`config.mk`:
```
export PLATFORM = sky130hd
export DESIGN_NAME = pt_walker
export DESIGN_NICKNAME = d
export VERILOG_FILES = /design/src/rtl/pt_walk_pkg.sv /design/src/rtl/pt_va_decode.sv /design/src/rtl/pt_leaf_check.sv /design/src/rtl/pt_walker.sv
export SDC_FILE = /design/constraint.sdc
export NUM_CORES = 1
export LEC_CHECK = 0
export ABC_AREA = 1
export BUFFER_PORTS_ARGS = -buffer_cell sky130_fd_sc_hd__buf_2
export CAP_MARGIN = 20
export CORE_UTILIZATION = 38
export DETAILED_ROUTE_END_ITERATION = 7
export REMOVE_ABC_BUFFERS = 1
export SLEW_MARGIN = 30
export SYNTH_ARGS = -nofsm -noshare
export SYNTH_HDL_FRONTEND = slang
export SYNTH_HIERARCHICAL = 1
export SYNTH_SLANG_ARGS = --single-unit
```
`constraint.sdc`:
```
create_clock -name clk -period 18.5 [get_ports clk]
set_input_delay 5.55 -clock clk [delete_from_list [all_inputs] [get_ports clk]]
set_output_delay 5.55 -clock clk [all_outputs]
set_load 0.01 [all_outputs]
```
`src/rtl/pt_walk_pkg.sv`:
```
`timescale 1ns/1ps
package pt_walk_pkg;

  typedef enum logic [2:0] {
    FLT_NONE     = 3'd0,
    FLT_ACCESS   = 3'd1,
    FLT_NOTVALID = 3'd2,
    FLT_RD_OP    = 3'd3,
    FLT_WR_OP    = 3'd4,
    FLT_EX_OP    = 3'd5
  } walk_fault_e;

  typedef enum logic [1:0] {
    WS_IDLE,
    WS_ISSUE,
    WS_WAIT,
    WS_DONE
  } walk_state_e;

  localparam int unsigned PERM_R = 0;
  localparam int unsigned PERM_W = 1;
  localparam int unsigned PERM_X = 2;

endpackage

```
`src/rtl/pt_va_decode.sv`:
```
`timescale 1ns/1ps
// Classifies a virtual address and splits out the per-level table indices.
module pt_va_decode #(
  parameter int unsigned VA_W         = 64,
  parameter int unsigned PA_W         = 64,
  parameter int unsigned PAGE_BITS    = 13,
  parameter int unsigned IMPL_VA_BITS = 43,
  parameter int unsigned IDX_W        = 10,
  parameter int unsigned LEVELS       = 3,
  parameter int unsigned SP_LOW_BITS  = 40,
  parameter int unsigned SP_RELOC_BIT = 43
) (
  input  logic [VA_W-1:0]                  va_i,
  output logic                             canonical_o,
  output logic                             superpage_o,
  output logic [PA_W-1:0]                  sp_paddr_o,
  output logic [LEVELS-1:0][IDX_W-1:0]     idx_o
);

  localparam int unsigned HI_W = VA_W - IMPL_VA_BITS;

  logic [HI_W-1:0] upper;
  assign upper       = va_i[VA_W-1:IMPL_VA_BITS];
  assign canonical_o = (&upper) | (~|upper);

  // Window selector: the two bits just below the implemented top.
  assign superpage_o = va_i[VA_W-1] && (va_i[IMPL_VA_BITS-1 -: 2] == 2'b10);

  always_comb begin
    sp_paddr_o                    = '0;
    sp_paddr_o[SP_LOW_BITS-1:0]   = va_i[SP_LOW_BITS-1:0];
    sp_paddr_o[SP_RELOC_BIT]      = va_i[SP_LOW_BITS];
  end

  for (genvar l = 0; l < LEVELS; l++) begin : g_idx
    assign idx_o[l] = va_i[PAGE_BITS + IDX_W*(LEVELS-1-l) +: IDX_W];
  end

endmodule

```
`src/rtl/pt_leaf_check.sv`:
```
`timescale 1ns/1ps
// Permission and fault-on-operation evaluation of the last-level entry.
module pt_leaf_check
  import pt_walk_pkg::*;
#(
  parameter int unsigned FLAG_W    = 16,
  parameter int unsigned PRIV_W    = 2,
  parameter int unsigned RD_EN_LSB = 8,
  parameter int unsigned WR_EN_LSB = 12
) (
  input  logic [FLAG_W-1:0] flags_i,
  input  logic [PRIV_W-1:0] priv_i,
  input  logic [2:0]        need_i,
  output walk_fault_e       fault_o,
  output logic [2:0]        prot_o
);

  logic       grant_r, grant_w;
  logic [2:0] granted, survived;
  logic       unused_mid;

  assign grant_r  = flags_i[RD_EN_LSB + 32'(priv_i)];
  assign grant_w  = flags_i[WR_EN_LSB + 32'(priv_i)];
  assign granted  = {grant_r, grant_w, grant_r};
  // Bits 3:1 withdraw exec/write/read one-for-one.
  assign survived = granted & ~flags_i[3:1];
  assign unused_mid = ^flags_i[RD_EN_LSB-1:4];

  always_comb begin
    fault_o = FLT_NONE;
    prot_o  = survived;
    if (!flags_i[0]) begin
      fault_o = FLT_NOTVALID;
      prot_o  = '0;
    end else if ((need_i != 3'b000) && ((granted & need_i) == 3'b000)) begin
      fault_o = FLT_ACCESS;
      prot_o  = granted;
    end else if ((need_i != 3'b000) && ((survived & need_i) == 3'b000)) begin
      if (need_i[PERM_X])      fault_o = FLT_EX_OP;
      else if (need_i[PERM_W]) fault_o = FLT_WR_OP;
      else                     fault_o = FLT_RD_OP;
    end
  end

endmodule

```
`src/rtl/pt_walker.sv`:
```
`timescale 1ns/1ps
// Three-level page table walker, one walk in flight.
module pt_walker
  import pt_walk_pkg::*;
#(
  parameter int unsigned VA_W         = 64,
  parameter int unsigned PA_W         = 64,
  parameter int unsigned PTE_W        = 64,
  parameter int unsigned PAGE_BITS    = 13,
  parameter int unsigned IMPL_VA_BITS = 43,
  parameter int unsigned IDX_W        = 10,
  parameter int unsigned LEVELS       = 3,
  parameter int unsigned PRIV_W       = 2,
  parameter int unsigned RD_EN_LSB    = 8,
  parameter int unsigned WR_EN_LSB    = 12
) (
  input  logic              clk,
  input  logic              rst_n,
  input  logic [PA_W-1:0]   table_base,
  input  logic              req_valid,
  input  logic [VA_W-1:0]   req_vaddr,
  input  logic [PRIV_W-1:0] req_priv,
  input  logic [2:0]        req_need,
  input  logic              req_phys,
  output logic              busy,
  output logic              mem_req_valid,
  input  logic              mem_req_ready,
  output logic [PA_W-1:0]   mem_req_addr,
  input  logic              mem_rsp_valid,
  input  logic [PTE_W-1:0]  mem_rsp_data,
  output logic              rsp_valid,
  output logic [2:0]        rsp_fault,
  output logic [2:0]        rsp_prot,
  output logic [PA_W-1:0]   rsp_paddr
);

  localparam int unsigned LVL_W      = $clog2(LEVELS);
  localparam int unsigned ENTRY_LOG2 = 3;
  localparam int unsigned FRAME_LSB  = 32;
  localparam int unsigned FLAG_W     = WR_EN_LSB + (1 << PRIV_W);

  // Reset: asserted asynchronously, released on the clock.
  logic [1:0] rst_pipe;
  logic       rst_ns;
  always_ff @(posedge clk or negedge rst_n) begin
    if (!rst_n) rst_pipe <= 2'b00;
    else        rst_pipe <= {rst_pipe[0], 1'b1};
  end
  assign rst_ns = rst_pipe[1];

  walk_state_e          state_q, state_d;
  logic [LVL_W-1:0]     lvl_q, lvl_d;
  logic [VA_W-1:0]      va_q;
  logic [PRIV_W-1:0]    priv_q;
  logic [2:0]           need_q;
  logic                 phys_q;
  logic [PA_W-1:0]      base_q, base_d;
  walk_fault_e          fault_q, fault_d;
  logic [2:0]           prot_q, prot_d;
  logic [PA_W-1:0]      paddr_q, paddr_d;
  logic                 accept, res_en, base_en;

  logic [VA_W-1:0]             dec_va;
  logic                        canonical, superpage;
  logic [PA_W-1:0]             sp_paddr;
  logic [LEVELS-1:0][IDX_W-1:0] idx;
  walk_fault_e                 leaf_fault;
  logic [2:0]                  leaf_prot;
  logic [PA_W-1:0]             entry_frame;
  logic                        last_lvl;
  logic                        unused_pte;

  assign accept = (state_q == WS_IDLE) && req_valid;
  assign dec_va = (state_q == WS_IDLE) ? req_vaddr : va_q;

  pt_va_decode #(
    .VA_W(VA_W), .PA_W(PA_W), .PAGE_BITS(PAGE_BITS),
    .IMPL_VA_BITS(IMPL_VA_BITS), .IDX_W(IDX_W), .LEVELS(LEVELS),
    .SP_LOW_BITS(40), .SP_RELOC_BIT(43)
  ) u_dec (
    .va_i(dec_va), .canonical_o(canonical), .superpage_o(superpage),
    .sp_paddr_o(sp_paddr), .idx_o(idx)
  );

  pt_leaf_check #(
    .FLAG_W(FLAG_W), .PRIV_W(PRIV_W),
    .RD_EN_LSB(RD_EN_LSB), .WR_EN_LSB(WR_EN_LSB)
  ) u_leaf (
    .flags_i(mem_rsp_data[FLAG_W-1:0]), .priv_i(priv_q), .need_i(need_q),
    .fault_o(leaf_fault), .prot_o(leaf_prot)
  );

  assign entry_frame = PA_W'(mem_rsp_data[PTE_W-1:FRAME_LSB]) << PAGE_BITS;
  assign last_lvl    = (lvl_q == LVL_W'(LEVELS-1));
  assign unused_pte  = ^mem_rsp_data[FRAME_LSB-1:FLAG_W];

  // Next-state process
  always_comb begin
    state_d = state_q;
    lvl_d   = lvl_q;
    base_d  = base_q;
    base_en = 1'b0;
    res_en  = 1'b0;
    fault_d = fault_q;
    prot_d  = prot_q;
    paddr_d = paddr_q;
    unique case (state_q)
      WS_IDLE: if (req_valid) begin
        lvl_d   = '0;
        base_d  = table_base;
        base_en = 1'b1;
        res_en  = 1'b1;
        fault_d = FLT_NONE;
        prot_d  = '0;
        paddr_d = '0;
        state_d = WS_DONE;
        if (req_phys) begin
          prot_d  = 3'b111;
          paddr_d = PA_W'(req_vaddr);
        end else if (!canonical) begin
          fault_d = FLT_ACCESS;
        end else if (superpage) begin
          if (req_priv != '0) fault_d = FLT_ACCESS;
          else begin
            prot_d  = 3'b111;
            paddr_d = sp_paddr;
          end
        end else begin
          state_d = WS_ISSUE;
        end
      end
      WS_ISSUE: if (mem_req_ready) state_d = WS_WAIT;
      WS_WAIT: if (mem_rsp_valid) begin
        res_en  = 1'b1;
        state_d = WS_DONE;
        if (last_lvl) begin
          fault_d = leaf_fault;
          prot_d  = leaf_prot;
          paddr_d = entry_frame | PA_W'(va_q[PAGE_BITS-1:0]);
        end else if (!mem_rsp_data[0]) begin
          fault_d = FLT_NOTVALID;
        end else if (!mem_rsp_data[RD_EN_LSB]) begin
          fault_d = FLT_ACCESS;
        end else begin
          res_en  = 1'b0;
          base_d  = entry_frame;
          base_en = 1'b1;
          lvl_d   = lvl_q + 1'b1;
          state_d = WS_ISSUE;
        end
      end
      WS_DONE: state_d = WS_IDLE;
      default: state_d = WS_IDLE;
    endcase
  end

  // Register process
  always_ff @(posedge clk or negedge rst_ns) begin
    if (!rst_ns) begin
      state_q <= WS_IDLE;
      lvl_q   <= '0;
      va_q    <= '0;
      priv_q  <= '0;
      need_q  <= '0;
      phys_q  <= 1'b0;
      base_q  <= '0;
      fault_q <= FLT_NONE;
      prot_q  <= '0;
      paddr_q <= '0;
    end else begin
      state_q <= state_d;
      lvl_q   <= lvl_d;
      if (accept) begin
        va_q   <= req_vaddr;
        priv_q <= req_priv;
        need_q <= req_need;
        phys_q <= req_phys;
      end
      if (base_en) base_q <= base_d;
      if (res_en) begin
        fault_q <= fault_d;
        prot_q  <= prot_d;
        paddr_q <= paddr_d;
      end
    end
  end

  assign busy          = (state_q != WS_IDLE);
  assign mem_req_valid = (state_q == WS_ISSUE);
  assign mem_req_addr  = base_q + (PA_W'(idx[lvl_q]) << ENTRY_LOG2);
  assign rsp_valid     = (state_q == WS_DONE);
  assign rsp_fault     = fault_q;
  assign rsp_prot      = prot_q;
  assign rsp_paddr     = paddr_q;

  // a stalled read request keeps its address.
  a_r11_req_hold: assert property (@(posedge clk) disable iff (!rst_ns)
    mem_req_valid && !mem_req_ready |=> mem_req_valid && $stable(mem_req_addr));

  // no read issued while data is outstanding.
  a_r11_one_read: assert property (@(posedge clk) disable iff (!rst_ns)
    mem_req_valid && mem_req_ready |=> !mem_req_valid);

  // a result is a single pulse followed by an idle walker.
  a_r2_rsp_pulse: assert property (@(posedge clk) disable iff (!rst_ns)
    rsp_valid |=> !rsp_valid && !busy);

  // an accepted request makes the walker busy.
  a_r2_accept_busy: assert property (@(posedge clk) disable iff (!rst_ns)
    req_valid && !busy |=> busy);

  // bypass always succeeds with every access.
  a_r3_bypass_full: assert property (@(posedge clk) disable iff (!rst_ns)
    rsp_valid && phys_q |-> (rsp_fault == 3'd0) && (rsp_prot == 3'b111));

  // success implies some needed access survived.
  a_r10_ok_has_need: assert property (@(posedge clk) disable iff (!rst_ns)
    rsp_valid && (rsp_fault == 3'd0) && (need_q != 3'b000) |-> (rsp_prot & need_q) != 3'b000);

endmodule

```
Word level (Yosys, flattened, before mapping)
Cells that the tools add are included.
- register bits: 209
- input port bits: 203
- output and inout port bits: 137
- logic and storage cells: 128
- add/sub/neg operators: 4
- order comparisons: 3
- eq/ne operators: 13
- multiplexer cells: 73
- bitwise operators: 6
- reduce and logical (&&, ||, !) cells: 19
- operator list (cell ; number):
    2-to-1 mux 64 bit ; 10
    one-hot mux 64 bit (2 select lines) ; 2
    2-to-1 mux 44 bit ; 3
    adder 64 x 13 -> 64 bit ; 1
    less-than comparator 32 x 5 -> 1 bit, second input constant ; 2
    2-to-1 mux 3 bit ; 19
    bitwise OR 45 x 13 -> 45 bit ; 1
    2-to-1 mux 2 bit ; 14
    AND reduction 21 bit ; 1
    OR reduction 21 bit ; 1
    binary-select mux 10 bit (select 2 bit) ; 1
    2-to-1 mux 1 bit ; 15
    != test 2 bit, second input constant ; 6
    one-hot mux 3 bit (2 select lines) ; 2
    adder 4 x 2 -> 5 bit, first input constant ; 2
    2-to-1 mux 10 bit ; 1
    AND reduction 5 bit ; 2
    bitwise AND 3 bit ; 3
    binary-select mux 1 bit (select 4 bit) ; 2
    == test 2 bit, second input constant ; 4
    one-hot mux 2 bit (4 select lines) ; 1
    AND reduction 7 bit ; 1
    logical NOT 3 bit ; 2
    AND reduction 6 bit ; 1
    other kinds (15) ; 21

Longest topological paths before layout
- depth after elaboration: 13
- mapped depth: 23
- mapped depth without buffers: 19

Hierarchy
The synthesis kept the hierarchy.
- modules (own cells, without submodules) (module ; instances ; cells each ; area each (µm²) ; seq. area each (µm²)):
    pt_walker ; 1 ; 1950 ; 13028.7 ; 5230.0
    pt_va_decode ; 1 ; 136 ; 872.1 ; 0.0
    pt_leaf_check ; 1 ; 47 ; 255.2 ; 0.0

Worst setup path after synthesis
OpenSTA, ideal clock, no wires.
- path type: in2out
- from: in req_vaddr[33]
- to: out mem_req_addr[15]
- data arrival time: 7.568 ns
- data required time: 12.950 ns
- setup slack: 5.382 ns
- stages: 15
- path buffers: 2
- cells stage by stage: inv_1 o21ai_0 buf_4 nor2_1 o31ai_1 ha_1 fa_1 nand3_1 nand2_1 nand2_1 nand2_1 nand2_1 nand2_1 buf_2 xor2_1
- word-level cells in the longest chain between the ends: 4
- ends and longest elaborated chain (element ; RTL line ; text):
    start, declared ; pt_walker.sv:21 ; input logic [VA_W-1:0] req_vaddr,
    2-to-1 mux 64 bit ; pt_walker.sv:74 ; assign dec_va = (state_q == WS_IDLE) ? req_vaddr : va_q;
    via dec_va[33] ; pt_walker.sv:63 ; logic [VA_W-1:0] dec_va;
    binary-select mux 10 bit (select 2 bit) ; pt_walker.sv:190 ; assign mem_req_addr = base_q + (PA_W'(idx[lvl_q]) << ENTRY_LOG2);
    2-to-1 mux 10 bit (not written as such) ; pt_walker.sv:190 ;
    adder 64 x 13 -> 64 bit ; pt_walker.sv:190 ;
    end, declared ; pt_walker.sv:28 ; output logic [PA_W-1:0] mem_req_addr,
The timed path passes the listed nets, and every way through them passes these cells. The select of a mux whose other input is x is not followed.

Worst setup path in the final report
- from: in req_vaddr[33]
- to: out mem_req_addr[23]
The elaborated chain is that of the path after synthesis.

==> flow_summary.yaml <==
critical_path:
  path_delay_family: "simple AND/OR/NAND/NOR gates"
  crit_fanout: 13
  end_kind: "output port"
  critical_path.slowest_cell: "o21ai_0"
  start_kind: "primary input"
  crit_cells: 16
  r2r_cells: 19
  crit_chain: "buf_2 > inv_1 > o21ai_0 > nor2_1 > o31ai_1 > ha_1 > fa_1 > nand3_1 > nand2_1 > nand2_1 > nand2_1 > nand2_1 > nand2_1 > a21oi_1 > nor2_1 > buf_2"
  reg2reg_to: "rsp_paddr[13]"
  critPathMostFrequentCell: "nand2_1"
  cpPeakStageDelay_ns: 0.48
  critical_path_class: "in2out"
  startpoint: "req_vaddr[33]"
  ff2ff_setup_slack_ns: 13.86
  cp.arrival_ns: 8.83
  cp_num_buf_inv: 3
  required_ns: 12.95
  reg2reg_from: "state_q[1]"
  critPathCapture: "mem_req_addr[23]"
cts:
  h-tree-depth: 1
  path_clk_slew_ns: 0.06
  cts_tree: "built"
  cts_buffers: 27
  clock_latency_ns: 0.57
  clockBufferDepth: 3
  hold_buffers: 0
  cts.sinks: 209
  cts_setup_buffers: 0
  cts.repair.resized: 0
  cts_root_buffer: "clkbuf_16"
placement:
  place_congestion: 0.917
  numPortBuffers: 319
  dp_cells: 2753
  dp_hpwl_um: 34500
  place_worst_setup_slack_ns: 4.08
logic_synthesis:
  yosysTopAreaCell: "dfrtp_1"
  postSynthCellCount: 2133
  synth-async-reset-ratio: 1.00
  synth_edf_count: 0
  synth-seq-cells: 209
  synth_area_leaders: "dfrtp_1 (37%), nand2_1 (19%), o21ai_0 (10%)"
  post_synth.cell_area_avg_um2: 6.64
  yosysWarningCount: 6
  synth-main-ff-cell: "dfrtp_1"
  mappedNetlistArea_mm2: 0.0142
  synth_top_area_frac: 0.369
  yosysSeqAreaShare: 0.369
  synth_cell_type_count: 40
drt:
  post_drt_wl_per_cell_um: 16.9
  ant_nets: 0
  routed_wl_um: 47600
  remaining_drc_errors: 0
  firstDrtPassIters: 7
  via_per_inst: 5.00
  drt_iter0_drc: 860
  vias: 14100
power_and_ir_drop:
  power.leakage_uw: 0.00865
  ir_worst_vdd_v: 0.0000792
  power.density_mw_per_mm2: 170
die:
  die_w_um: 195
  io_pins: 340
  start_util: 0.387
  core_area_mm2: 0.0366
  dieHeight_um: 195
  die_area_mm2: 0.0380
  row_count: 70
timing:
  rsz0062_at_grt: "no"
  post-route-min-period_ns: 14.38
  tns_ns: 0
  finalCritPeriodShare: 0.777
  timing.slew.headroom: 0.391
  fin_skew_ns: 0.0150
  worst_slew_pin_slew_ns: 0.913
  max_freq_mhz: 69.6
  slew_viol_final: 0
  setup_violations: 0
  final_hold_viol_count: 0
  setup_ws_ns: 4.12
final_layout:
  final_nets: 2530
  layout-drive-gt1-share: 0.177
  finalNonFillerCells: 2815
  most-common-layout-cells: "nand2_1 (710), buf_2 (319), o21ai_0 (284), inv_1 (233), dfrtp_1 (208)"
  syn_to_final_growth_pct: 15.2
  layout_commonest_cell: "nand2_1"
  fillerInstances: 3891
global_route:
  grtUsageTotal: 0.250
  grt_pass1_wl_um: 75000
  grt_pass1_vias: 13600
  grt_overflow: 0
  antenna_found_initial: 16
  grt_max_degree: 114
min_path:
  hold_path_class: "reg2async"
job:
  maxCapViolCount: 0
outcome:
  status: "finished clean"
-- per-layer routing --
metal	part of all wire	global-route usage
met1	0.44	0.323
met2	0.46	0.418
met3	0.068	0.0594
met4	0.025	0.0647
met5	0.0016	0
-- report_power, final --
| part | internal, µW | total, µW | switching (µW) | leakage (µW) |
|---|---|---|---|---|
| Combinational | 455 | 1380 | 923 | 0.00559 |
| Sequential | 661 | 860 | 199 | 0.00262 |
| Clock | 323 | 543 | 220 | 0.000449 |
| Total | 1440 | 2780 | 1340 | 0.00865 |
-- per-stage QoR --
stage          hold slack [ns]   util  cell area, µm²  power, µW
2_1_floorplan            0.331      -           13100       1680
6_report                 0.321  0.446           16300       2780
3_5_place_dp             0.340  0.419           15300       2250
3_3_place_gp             0.337  0.419           15300       2220
4_1_cts                  0.349  0.444           16300       2810
5_1_grt                  0.355  0.445           16300       3010
-- sequential cells by signal (all words and copies together) (netlist names) --
name	cells
need_q	3
rsp_paddr	64
va_q	64
rsp_fault	3
rst_pipe	2
priv_q	2
base_q	64
lvl_q	2
rsp_prot	3
state_q	2
-- logic make-up (layout without fill, tap and decap cells) --
kind of cell               count (synthesis)  count (layout)  share of synthesized area
and+or+nand+nor                         1055            1055                      0.307
other                                      2              35                   0.000531
DFF                                      209             209                      0.369
muxes                                      5               5                    0.00398
adders and majority gates                 12              12                     0.0111
buffers and inverters                    441             622                      0.148
AOI/OAI and AO/OA                        379             379                      0.142
xor gates and xnor gates                  30              30                     0.0186
-- cells in the mapped netlist, drive strengths merged (10+ instances only) --
library cell,number
dfrtp,209
clkbuf,51
nand2,717
nand3,139
o31ai,10
o22ai,11
o21ai,316
nand4,31
ha,11
a31oi,22
nor2,142
inv,242
a21oi,16
xor2,30
buf,148
nor3,18
-- worst register-to-register path: stages, from the launching register on --
cell and delay, ns:
dfrtp_1 0.49, nor2_4 0.59, inv_2 0.29, buf_4 0.42, o21ai_0 0.52, nand2_1 0.09
nor2_1 0.10, nand2_1 0.07, nor2_1 0.10, nand2_1 0.05, nand2_1 0.16, nand2_1 0.14
nor2_4 0.31, buf_4 0.65, nand2_1 0.14, nand2_1 0.09, inv_1 0.04, o21ai_0 0.15
nand2_1 0.07, nand2_1 0.09
-- area by class of cell --
type	count	area, µm²	area share
inverter	242	911	0.0558
clock inverter	6	72.6	0.00445
antenna	11	27.5	0.00169
timing repair buffer	330	1700	0.104
tap	468	586	0.0359
multi-input combinational	1505	6940	0.425
clock buffer	44	840	0.0515
sequential	209	5230	0.321
-- how the worst min path moves through the flow --
stage	start	end	slack (ns)	cells past startpoint
after floorplan	rst_pipe[0]	rst_pipe[1]	0.33	0
after global placement	rst_pipe[1]	rsp_paddr[52]	0.34	0
after detailed placement	rst_pipe[1]	rsp_paddr[52]	0.34	0
after CTS	rst_pipe[1]	rsp_paddr[52]	0.35	0
after global routing	rst_pipe[0]	rst_pipe[1]	0.35	0
final	rst_pipe[1]	rsp_paddr[52]	0.32	0
Power figures use the tool's default switching activity.
